==> src/rtl/fwft_pkg.sv <==
package fwft_pkg;

   // what the output register does at the next edge
   typedef enum logic [1:0] {
      HEAD_KEEP  = 2'd0,
      HEAD_TAKE_WR  = 2'd1,
      HEAD_TAKE_MEM = 2'd2,
      HEAD_DROP  = 2'd3
   } head_op_e;

   function automatic int unsigned bits_for(input int unsigned n);
      return (n > 1) ? $clog2(n) : 1;
   endfunction

endpackage

==> src/rtl/fwft_store.sv <==
module fwft_store #(
   parameter int unsigned DATA_W = 8,
   parameter int unsigned SLOTS  = 3
) (
   input  logic              clk,
   input  logic              rst,
   input  logic              push,
   input  logic [DATA_W-1:0] push_data,
   input  logic              pop,
   output logic [DATA_W-1:0] pop_data,
   output logic              none_left
);
   import fwft_pkg::*;

   localparam int unsigned PTR_W  = bits_for(SLOTS);
   localparam int unsigned USED_W = bits_for(SLOTS + 1);
   localparam bit          POW2   = (SLOTS > 1) && ((SLOTS & (SLOTS - 1)) == 0);

   logic [DATA_W-1:0] slot_q [SLOTS];
   logic [PTR_W-1:0]  wptr_q, rptr_q, wptr_nx, rptr_nx;
   logic [USED_W-1:0] used_q;

   generate
      if (POW2) begin : g_wrap_free
         assign wptr_nx = wptr_q + 1'b1;
         assign rptr_nx = rptr_q + 1'b1;
      end else begin : g_wrap_cmp
         assign wptr_nx = (wptr_q == PTR_W'(SLOTS - 1)) ? '0 : wptr_q + 1'b1;
         assign rptr_nx = (rptr_q == PTR_W'(SLOTS - 1)) ? '0 : rptr_q + 1'b1;
      end
   endgenerate

   always_ff @(posedge clk) begin
      if (push) slot_q[wptr_q] <= push_data;
   end

   always_ff @(posedge clk) begin
      if (rst) begin
         wptr_q <= '0;
         rptr_q <= '0;
         used_q <= '0;
      end else begin
         if (push) wptr_q <= wptr_nx;
         if (pop)  rptr_q <= rptr_nx;
         case ({push, pop})
            2'b10:   used_q <= used_q + 1'b1;
            2'b01:   used_q <= used_q - 1'b1;
            default: used_q <= used_q;
         endcase
      end
   end

   assign pop_data  = slot_q[rptr_q];
   assign none_left = (used_q == '0);

   // the control never pushes into a full array
   a_r6_no_overflow: assert property (@(posedge clk) disable iff (rst)
      !(push && !pop && used_q == USED_W'(SLOTS)));
   // the control never pops an empty array
   a_r3_no_underflow: assert property (@(posedge clk) disable iff (rst)
      !(pop && used_q == '0));

endmodule

==> src/rtl/fwft_ctrl.sv <==
module fwft_ctrl #(
   parameter int unsigned DEPTH = 4
) (
   input  logic                clk,
   input  logic                rst,
   input  logic                wr_en,
   input  logic                rd_en,
   input  logic                head_vld,
   input  logic                mem_none,
   output fwft_pkg::head_op_e  head_op,
   output logic                push,
   output logic                pop,
   output logic                full
);
   import fwft_pkg::*;

   localparam int unsigned CNT_W = bits_for(DEPTH + 1);

   logic [CNT_W-1:0] cnt_q;
   logic             wr_ok, rd_ok;

   assign full  = (cnt_q == CNT_W'(DEPTH));
   assign wr_ok = wr_en && !full;
   assign rd_ok = rd_en && head_vld;

   always_comb begin
      head_op = HEAD_KEEP;
      if (!head_vld) begin
         if (wr_ok) head_op = HEAD_TAKE_WR;
      end else if (rd_ok) begin
         if (!mem_none)  head_op = HEAD_TAKE_MEM;
         else if (wr_ok) head_op = HEAD_TAKE_WR;
         else            head_op = HEAD_DROP;
      end
   end

   assign push = wr_ok && (head_op != HEAD_TAKE_WR);
   assign pop  = (head_op == HEAD_TAKE_MEM);

   always_ff @(posedge clk) begin
      if (rst) cnt_q <= '0;
      else begin
         case ({wr_ok, rd_ok})
            2'b10:   cnt_q <= cnt_q + 1'b1;
            2'b01:   cnt_q <= cnt_q - 1'b1;
            default: cnt_q <= cnt_q;
         endcase
      end
   end

   // the occupancy never passes the depth
   a_r8_count_bound: assert property (@(posedge clk) disable iff (rst)
      cnt_q <= CNT_W'(DEPTH));
   // occupancy and the output register agree
   a_r8_head_matches_count: assert property (@(posedge clk) disable iff (rst)
      head_vld == (cnt_q != '0));
   // full with no read stays full
   a_r6_full_holds: assert property (@(posedge clk) disable iff (rst)
      (full && !rd_en) |=> full);
   // one word, read and write together, goes to the bypass path
   a_r7_bypass_path: assert property (@(posedge clk) disable iff (rst)
      (cnt_q == 1 && rd_en && wr_en) |-> (head_op == HEAD_TAKE_WR && !push));

endmodule

==> src/rtl/fwft_head.sv <==
module fwft_head #(
   parameter int unsigned DATA_W = 8
) (
   input  logic               clk,
   input  logic               rst,
   input  fwft_pkg::head_op_e op,
   input  logic [DATA_W-1:0]  wr_word,
   input  logic [DATA_W-1:0]  mem_word,
   output logic [DATA_W-1:0]  word,
   output logic               vld
);
   import fwft_pkg::*;

   always_ff @(posedge clk) begin
      if (rst) vld <= 1'b0;
      else begin
         case (op)
            HEAD_TAKE_WR, HEAD_TAKE_MEM: vld <= 1'b1;
            HEAD_DROP:                   vld <= 1'b0;
            default:                     vld <= vld;
         endcase
      end
   end

   always_ff @(posedge clk) begin
      case (op)
         HEAD_TAKE_WR:  word <= wr_word;
         HEAD_TAKE_MEM: word <= mem_word;
         default:       word <= word;
      endcase
   end

   // the output holds while nothing is loaded
   a_r9_hold_word: assert property (@(posedge clk) disable iff (rst)
      (vld && op == HEAD_KEEP) |=> (vld && $stable(word)));

endmodule

==> src/rtl/fwft_fifo.sv <==
module fwft_fifo #(
   parameter int unsigned DATA_W = 8,
   parameter int unsigned DEPTH  = 4
) (
   input  logic              clk,
   input  logic              rst,
   input  logic              wr_en,
   input  logic [DATA_W-1:0] wr_data,
   output logic              full,
   input  logic              rd_en,
   output logic [DATA_W-1:0] rd_data,
   output logic              valid,
   output logic              empty
);
   import fwft_pkg::*;

   localparam int unsigned SLOTS = DEPTH - 1;

   generate
      if (DEPTH < 2) begin : g_bad_depth
         $error("fwft_fifo: DEPTH must be at least 2");
      end
      if (DATA_W < 1) begin : g_bad_width
         $error("fwft_fifo: DATA_W must be at least 1");
      end
   endgenerate

   head_op_e          op;
   logic              push, pop, mem_none;
   logic [DATA_W-1:0] mem_word;

   fwft_ctrl #(.DEPTH(DEPTH)) u_ctrl (
      .clk(clk), .rst(rst), .wr_en(wr_en), .rd_en(rd_en),
      .head_vld(valid), .mem_none(mem_none), .head_op(op),
      .push(push), .pop(pop), .full(full)
   );

   fwft_store #(.DATA_W(DATA_W), .SLOTS(SLOTS)) u_store (
      .clk(clk), .rst(rst), .push(push), .push_data(wr_data),
      .pop(pop), .pop_data(mem_word), .none_left(mem_none)
   );

   fwft_head #(.DATA_W(DATA_W)) u_head (
      .clk(clk), .rst(rst), .op(op), .wr_word(wr_data),
      .mem_word(mem_word), .word(rd_data), .vld(valid)
   );

   assign empty = !valid;

   // reset leaves the buffer empty and not full
   a_r1_reset_empty: assert property (@(posedge clk)
      rst |=> (!valid && !full && empty));
   // a write into an empty buffer falls through
   a_r2_fall_through: assert property (@(posedge clk) disable iff (rst)
      (!valid && wr_en) |=> (valid && rd_data == $past(wr_data)));
   // a read on an empty buffer without a write leaves it empty
   a_r5_empty_read: assert property (@(posedge clk) disable iff (rst)
      (!valid && !wr_en) |=> !valid);
   // no read keeps the word on show
   a_r9_no_read_hold: assert property (@(posedge clk) disable iff (rst)
      (valid && !rd_en) |=> (valid && $stable(rd_data)));
   // empty mirrors valid
   a_r10_empty_flag: assert property (@(posedge clk) empty == !valid);

endmodule

==> config.mk <==
export PLATFORM = sky130hd
export DESIGN_NAME = fwft_fifo
export DESIGN_NICKNAME = d
export VERILOG_FILES = /design/src/rtl/fwft_pkg.sv /design/src/rtl/fwft_store.sv /design/src/rtl/fwft_ctrl.sv /design/src/rtl/fwft_head.sv /design/src/rtl/fwft_fifo.sv
export SDC_FILE = /design/constraint.sdc
export NUM_CORES = 1
export LEC_CHECK = 0
export CAP_MARGIN = 25
export CORE_ASPECT_RATIO = 1.25
export CORE_MARGIN = 3
export CORE_UTILIZATION = 54
export CTS_CLUSTER_DIAMETER = 80
export DETAILED_ROUTE_END_ITERATION = 8
export PLACE_DENSITY = 0.85
export SYNTH_ARGS = -nofsm -noshare
export SYNTH_HDL_FRONTEND = slang
export SYNTH_SLANG_ARGS = --single-unit
==> constraint.sdc <==
create_clock -name clk -period 2.75 [get_ports clk]
set_input_delay 0.275 -clock clk [delete_from_list [all_inputs] [get_ports clk]]
set_output_delay 0.275 -clock clk [all_outputs]
set_load 0.005 [all_outputs]
==> results.json, run 1 <==
{
  "postCtsSetupBuffers": 0,
  "maxCapViolCount": 0,
  "drive_gt1_share_pct": 13.3,
  "startpoint_type": "flop",
  "dieArea_mm2": 0.00416,
  "nets": 182,
  "critPathCaptureType": "flop",
  "grtUsageTotal_pct": 16.8,
  "die_w_um": 58.3,
  "p_clk_share_pct": 25.3,
  "p_comb_share_pct": 18.4,
  "hold_class": "flop to flop",
  "core_mm2": 0.00325,
  "dpl.hpwl_um": 2230,
  "start_util_pct": 56.8,
  "cts-buffers-inserted": 5,
  "grt_pass1_wl_um": 5200,
  "finalHoldViolCount": 0,
  "ys_ff_latch": 44,
  "setup_viol": 0,
  "syn_nets": 156,
  "drt-initial-drc-count": 30,
  "syn_avg_cell_area_um2": 13.4,
  "crit_fanout": 8,
  "ys_seq_area_share_pct": 65.1,
  "p_int_w": 0.00112,
  "critical_path.top_delay_family": "simple AND/OR/NAND/NOR gates",
  "switchingPower_w": 0.000378,
  "grt_max_degree": 17,
  "leakagePower_nw": 0.773,
  "worstPathRequired_ns": 2.71,
  "diodes": 0,
  "avgRoutedWirePerCell_um": 15.5,
  "clock_latency_ns": 0.29,
  "crit_slowest_cell": "or4_4",
  "switching_share_pct": 25.2,
  "ioPinCount": 23,
  "cts-root-buf": "clkbuf_8",
  "yosysWarnings": 0,
  "skew_ns": 0.00848,
  "max_slew_margin_pct": 69.3,
  "die_h_um": 71.4,
  "clk_pin_slew_ns": 0.07,
  "vias_per_cell": 5.82,
  "period_needed_ns": 2.50,
  "postLayoutCoreUtil_pct": 67.4,
  "powerDensity_mw_per_mm2": 684,
  "yosysUniqueCellTypes": 31,
  "gr-total-overflow": 0,
  "final_min_period_over_clock_period_pct": 91.1,
  "holdBufCountCts": 0,
  "cts_tree": "yes",
  "drt-pass1-iter-count": 4,
  "h-tree-depth": 2,
  "worst_pin_slew_ns": 0.460,
  "fin_setup_tns_ns": 0,
  "drc": 0,
  "path_cells": "or3b_4 > nand2_1 > o32ai_1 > ha_1 > nand2b_1 > or4_4 > inv_1",
  "crit_type": "flop to flop",
  "synthCells": 138,
  "portBuffers": 22,
  "routed_wl_um": 3130,
  "crit_buf_inv": 1,
  "clockBufferDepth": 2,
  "pwr-share-seq_pct": 56.3,
  "antenna_found_initial": 0,
  "max_freq_mhz": 399,
  "status": "complete, no violations",
  "drtAntennaViolNets": 0,
  "rows": 23,
  "peakVddDrop_uv": 527,
  "ctsResizeCount": 0,
  "place.gp.congestion": 0.753,
  "netlist_area_mm2": 0.00185,
  "drv_slew": 0,
  "crit_arrival_ns": 2.47,
  "num_vias": 1176,
  "grt_pass1_vias": 1198,
  "grt_setup_unrepaired": "no",
  "cts.sinks": 44,
  "cpPeakStageDelay_ns": 0.43,
  "synthToLayoutAreaGrowth_pct": 18.7
}
[per-stage QoR]
stage                     hold WS, ns  power (W)  setup slack (ns)  instance area (um2)  cells
final                           0.501    0.00150             0.246                 2190    202
after global routing            0.542    0.00158             0.127                 2190    202
after CTS                       0.504    0.00151             0.241                 2190    202
after detailed placement        0.493    0.00114             0.252                 2110    194
after global placement          0.464    0.00112             0.352                 2110    194
after floorplan                 0.374    0.00101             0.238                 1850    138
[cell type report]
cell class | instances | area (um2)
Fill cell | 242 | 1060
Inverter | 10 | 37.5
Timing Repair Buffer | 24 | 235
Tap cell | 37 | 46.3
Clock buffer | 6 | 72.6
Clock inverter | 2 | 12.5
Sequential cell | 44 | 1200
Multi-Input combinational cell | 79 | 586
[synth_stat cells]
| cell | n | area share (%) |
|---|---|---|
| xor2_1 | 3 | 1.4 |
| nor2b_1 | 2 | 0.68 |
| ha_1 | 5 | 3.4 |
| o31a_1 | 1 | 0.47 |
| clkbuf_1 | 3 | 0.61 |
| and3b_1 | 1 | 0.47 |
| dfxtp_1 | 12 | 13 |
| o32ai_1 | 1 | 0.47 |
| a21oi_2 | 1 | 0.47 |
| xnor2_1 | 1 | 0.47 |
| a21oi_1 | 6 | 1.6 |
| inv_2 | 1 | 0.20 |
| fa_1 | 1 | 1.1 |
| nor2_1 | 6 | 1.2 |
| edfxtp_1 | 32 | 52 |
| o32a_1 | 1 | 0.54 |
| nand2_1 | 11 | 2.2 |
| nand3_1 | 1 | 0.27 |
| a211o_1 | 1 | 0.47 |
| nand2b_1 | 1 | 0.34 |
| or3_1 | 1 | 0.34 |
| o21ai_0 | 12 | 3.3 |
| buf_2 | 2 | 0.54 |
| or4_4 | 1 | 0.61 |
| o31ai_1 | 2 | 0.81 |
| nor3b_1 | 2 | 0.81 |
| or3b_4 | 1 | 0.61 |
| inv_1 | 9 | 1.8 |
| mux2i_1 | 8 | 4.3 |
| or3_2 | 1 | 0.41 |
| mux2_2 | 8 | 4.9 |
[cells in the final DEF (no fill, tap or decap), types with 2 or more instances in the layout]
cell type	Yosys	routed
ha_1	5	5
nor2_1	6	6
o21ai_0	12	12
inv_1	9	9
o31ai_1	2	2
nand2_1	11	11
mux2i_1	8	8
dfxtp_1	12	12
clkbuf_8	0	5
edfxtp_1	32	32
xor2_1	3	3
clkdlybuf4s50_1	0	22
nor3b_1	2	2
mux2_2	8	8
a21oi_1	6	6
buf_4	0	2
nor2b_1	2	2
[per-layer routing]
| layer | global-route usage [%] | share of wire, % |
|---|---|---|
| met1 | 17.8 | 40 |
| met2 | 28.0 | 51 |
| met3 | 5.41 | 5.1 |
| met4 | 11.1 | 3.6 |
| met5 | 0 | 0 |
[final timing paths]
check | start | endpoint | slack, ns | cells after the start
max | u_ctrl.cnt_q[0] | u_store.slot_q[0][2] | 0.25 | 7
min | u_ctrl.cnt_q[2] | u_ctrl.cnt_q[2] | 0.50 | 2
max reg2reg | u_ctrl.cnt_q[0] | u_store.slot_q[0][2] | 0.25 | 7
min reg2reg | u_ctrl.cnt_q[2] | u_ctrl.cnt_q[2] | 0.50 | 2
[cell families (layout without fill, tap and decap cells)]
kind of cell	Yosys count	in the layout	share of synthesized area (%)
AOI/OAI and AO/OA	25	25	8.14
xor gates and xnor gates	4	4	1.90
adders and majority gates	6	6	4.47
buffers and inverters	15	42	3.19
DFF	44	44	65.1
muxes	16	16	9.22
and+or+nand+nor	28	28	8.00
[sequential cells by signal, indices dropped and copies added (netlist names), named ones only]
| signal | cells |
|---|---|
| u_store.slot_q | 24 |
| u_head.word | 8 |
| u_ctrl.cnt_q | 3 |
| u_store.rptr_q | 2 |
| u_store.used_q | 2 |
| u_store.wptr_q | 2 |
| u_head.vld | 1 |
[power groups by stage]
stage / clock [W] / sequential, W / combinational (W)
finish: 0.000379 / 0.000844 / 0.000276
global route: 0.000418 / 0.000851 / 0.000309
CTS: 0.000389 / 0.000844 / 0.000280
detailed placement: 0 / 0.000858 / 0.000278
global placement: 0 / 0.000853 / 0.000264
floorplan: 0 / 0.000841 / 0.000171
[worst reg2reg max path: cells and delay by family (launching register included)]
family                   cells  cell delay (ns)
buffers and inverters        1             0.26
AND/OR/NAND/NOR              4             1.22
flip-flops                   1             0.34
adder cells (fa/ha/maj)      1             0.23
AO/OA/AOI/OAI                1             0.15
No activity file was read; power rests on OpenSTA's default activity.
==> run 2: changes to the inputs <==
--- a/config.mk
+++ b/config.mk
@@ -5,13 +5,12 @@
 export SDC_FILE = /design/constraint.sdc
 export NUM_CORES = 1
 export LEC_CHECK = 0
-export CAP_MARGIN = 25
 export CORE_ASPECT_RATIO = 1.25
 export CORE_MARGIN = 3
-export CORE_UTILIZATION = 54
+export CORE_UTILIZATION = 37
 export CTS_CLUSTER_DIAMETER = 80
 export DETAILED_ROUTE_END_ITERATION = 8
-export PLACE_DENSITY = 0.85
+export PLACE_DENSITY = 0.64
 export SYNTH_ARGS = -nofsm -noshare
 export SYNTH_HDL_FRONTEND = slang
 export SYNTH_SLANG_ARGS = --single-unit
==> run 2 against run 1 <==
- sequential share of layout area shrank 1.2 points
- register-to-register slack better by 0.02 ns
- worst hold slack lost 0.0098 ns
- die area up 41%
- clock skew fell by 0.0071 ns
- wire length down 1.9%
- worst setup slack better by 0.017 ns
- critical path type unchanged
==> results.json, run 2 (synthesized netlist as in run 1, its figures left out) <==
{
  "status": "complete, no violations",
  "fill_cells": 451,
  "worst-r2r-cell-count": 7,
  "reg_top3": "u_store.slot_q: 24 flops, u_head.word: 8 flops, u_ctrl.cnt_q: 3 flops",
  "max_freq_mhz": 402,
  "powerDensity_mw_per_mm2": 706,
  "clockBufferDepth": 2,
  "p_int_w": 0.00121,
  "final_min_period_over_clock_period_pct": 90.4,
  "grt_max_degree": 17,
  "diodes": 0,
  "dieArea_mm2": 0.00588,
  "layout_common_cells": "32 x edfxtp_1, 22 x clkdlybuf4s50_1, 12 x o21ai_0, 12 x dfxtp_1, 11 x nand2_1",
  "largest_register": "u_store.slot_q",
  "hold_class": "flop to flop",
  "avgRoutedWirePerCell_um": 13.6,
  "critical_path.reg2reg.startpoint": "u_ctrl.cnt_q[0]",
  "ioPinCount": 23,
  "p_clk_share_pct": 29.4,
  "switching_share_pct": 23.6,
  "drv_slew": 0,
  "ctsResizeCount": 0,
  "crit_type": "flop to flop",
  "cts.sinks": 44,
  "dpl.hpwl_um": 2180,
  "totalPowerFinal_w": 0.00158,
  "clk_pin_slew_ns": 0.07,
  "max_slew_margin_pct": 66.7,
  "multi_input_area_um2": 586,
  "r2r-end": "u_store.slot_q[0][3]",
  "postCtsSetupBuffers": 0,
  "leakagePower_nw": 0.785,
  "routed_wl_um": 3070,
  "cts-root-buf": "clkbuf_8",
  "drc": 0,
  "start_util_pct": 38.7,
  "vias_per_cell": 4.89,
  "num_vias": 1100,
  "pwr-share-seq_pct": 53.2,
  "crit_arrival_ns": 2.46,
  "h-tree-depth": 2,
  "core_mm2": 0.00476,
  "portBuffers": 22,
  "layout_commonest_cell": "edfxtp_1",
  "peakVddDrop_uv": 326,
  "holdBufCountCts": 0,
  "drt-pass1-iter-count": 4,
  "period_needed_ns": 2.49,
  "finalHoldViolCount": 0,
  "rows": 28,
  "hold_depth": 2,
  "worstPathRequired_ns": 2.72,
  "nets": 182,
  "grt_pass1_vias": 1160,
  "gr-total-overflow": 0,
  "grt_pass1_wl_um": 5460,
  "fin_setup_tns_ns": 0,
  "place.gp.congestion": 0.743,
  "drtAntennaViolNets": 0,
  "min_to": "u_ctrl.cnt_q[2]",
  "min_from": "u_ctrl.cnt_q[2]",
  "seqCellArea_mm2": 0.00120,
  "skew_ns": 0.00141,
  "die_w_um": 69.2,
  "clock_latency_ns": 0.29,
  "switchingPower_w": 0.000373,
  "critPathCaptureType": "flop",
  "drt-initial-drc-count": 62,
  "cts_tree": "yes",
  "startpoint_type": "flop",
  "r2r_slack_ns": 0.26,
  "largest_reg_flops": 24,
  "grt_setup_unrepaired": "no",
  "crit_fanout": 8,
  "p_comb_share_pct": 17.5,
  "maxCapViolCount": 0,
  "antenna_found_initial": 0,
  "synthToLayoutAreaGrowth_pct": 21.4,
  "worst_pin_slew_ns": 0.499,
  "cts-buffers-inserted": 5,
  "drive_gt1_share_pct": 12.7,
  "die_h_um": 85.0,
  "grtUsageTotal_pct": 11.8,
  "setup_viol": 0
}
run 2: worst max-delay path by stage:
stage	startpoint	to	slack [ns]	cells after the start
floorplan	u_ctrl.cnt_q[0]	u_store.slot_q[2][0]	0.24	7
global placement	u_ctrl.cnt_q[0]	u_store.slot_q[0][7]	0.32	7
detailed placement	u_ctrl.cnt_q[0]	u_store.slot_q[0][6]	0.27	7
CTS	u_ctrl.cnt_q[0]	u_store.slot_q[0][3]	0.26	7
global route	u_ctrl.cnt_q[0]	u_store.used_q[1]	0.1	10
finish	u_ctrl.cnt_q[0]	u_store.slot_q[0][3]	0.26	7
run 2: metrics by stage:
step	worst slack [ns]	cell area [um2]	utilization, %	hold WS [ns]	std cells
global placement	0.316	2130	44.8	0.463	217
global route	0.0983	2240	47.0	0.545	225
finish	0.263	2240	47.0	0.491	225
CTS	0.258	2240	47.0	0.498	225
detailed placement	0.266	2130	44.8	0.486	217
floorplan	0.238	1850	-	0.374	138
run 2: layout make-up:
cell class / instances / share of cell area (%)
flip-flops and latches: 44 / 53.6
multi-input cells: 79 / 26.1
repair buffers: 24 / 10.5
well taps: 60 / 3.35
clock buffers: 5 / 3.07
clock inverters: 3 / 1.68
inverters: 10 / 1.68
run 2: power groups by stage:
| stage | registers [W] | clock network, W | logic [W] |
|---|---|---|---|
| 3_5_place_dp | 0.000857 | 0 | 0.000280 |
| 2_1_floorplan | 0.000841 | 0 | 0.000171 |
| 6_report | 0.000841 | 0.000464 | 0.000276 |
| 3_3_place_gp | 0.000854 | 0 | 0.000271 |
| 4_1_cts | 0.000842 | 0.000480 | 0.000282 |
| 5_1_grt | 0.000851 | 0.000523 | 0.000309 |
run 2: metal layers:
layer  wire [um]  vias to the layer above  GRT usage, %
met1        1350                      523          14.1
li1            -                      549             -
met4          41                        0          4.09
met3         148                        5          4.62
met2        1530                       23          19.4
met5           0                        -             0
run 2: critical path: stages (launching register included):
cell	delay, ns
dfxtp_1	0.34
or3b_4	0.43
nand2_1	0.19
o32ai_1	0.15
ha_1	0.23
nand2b_1	0.16
or4_4	0.43
inv_1	0.25
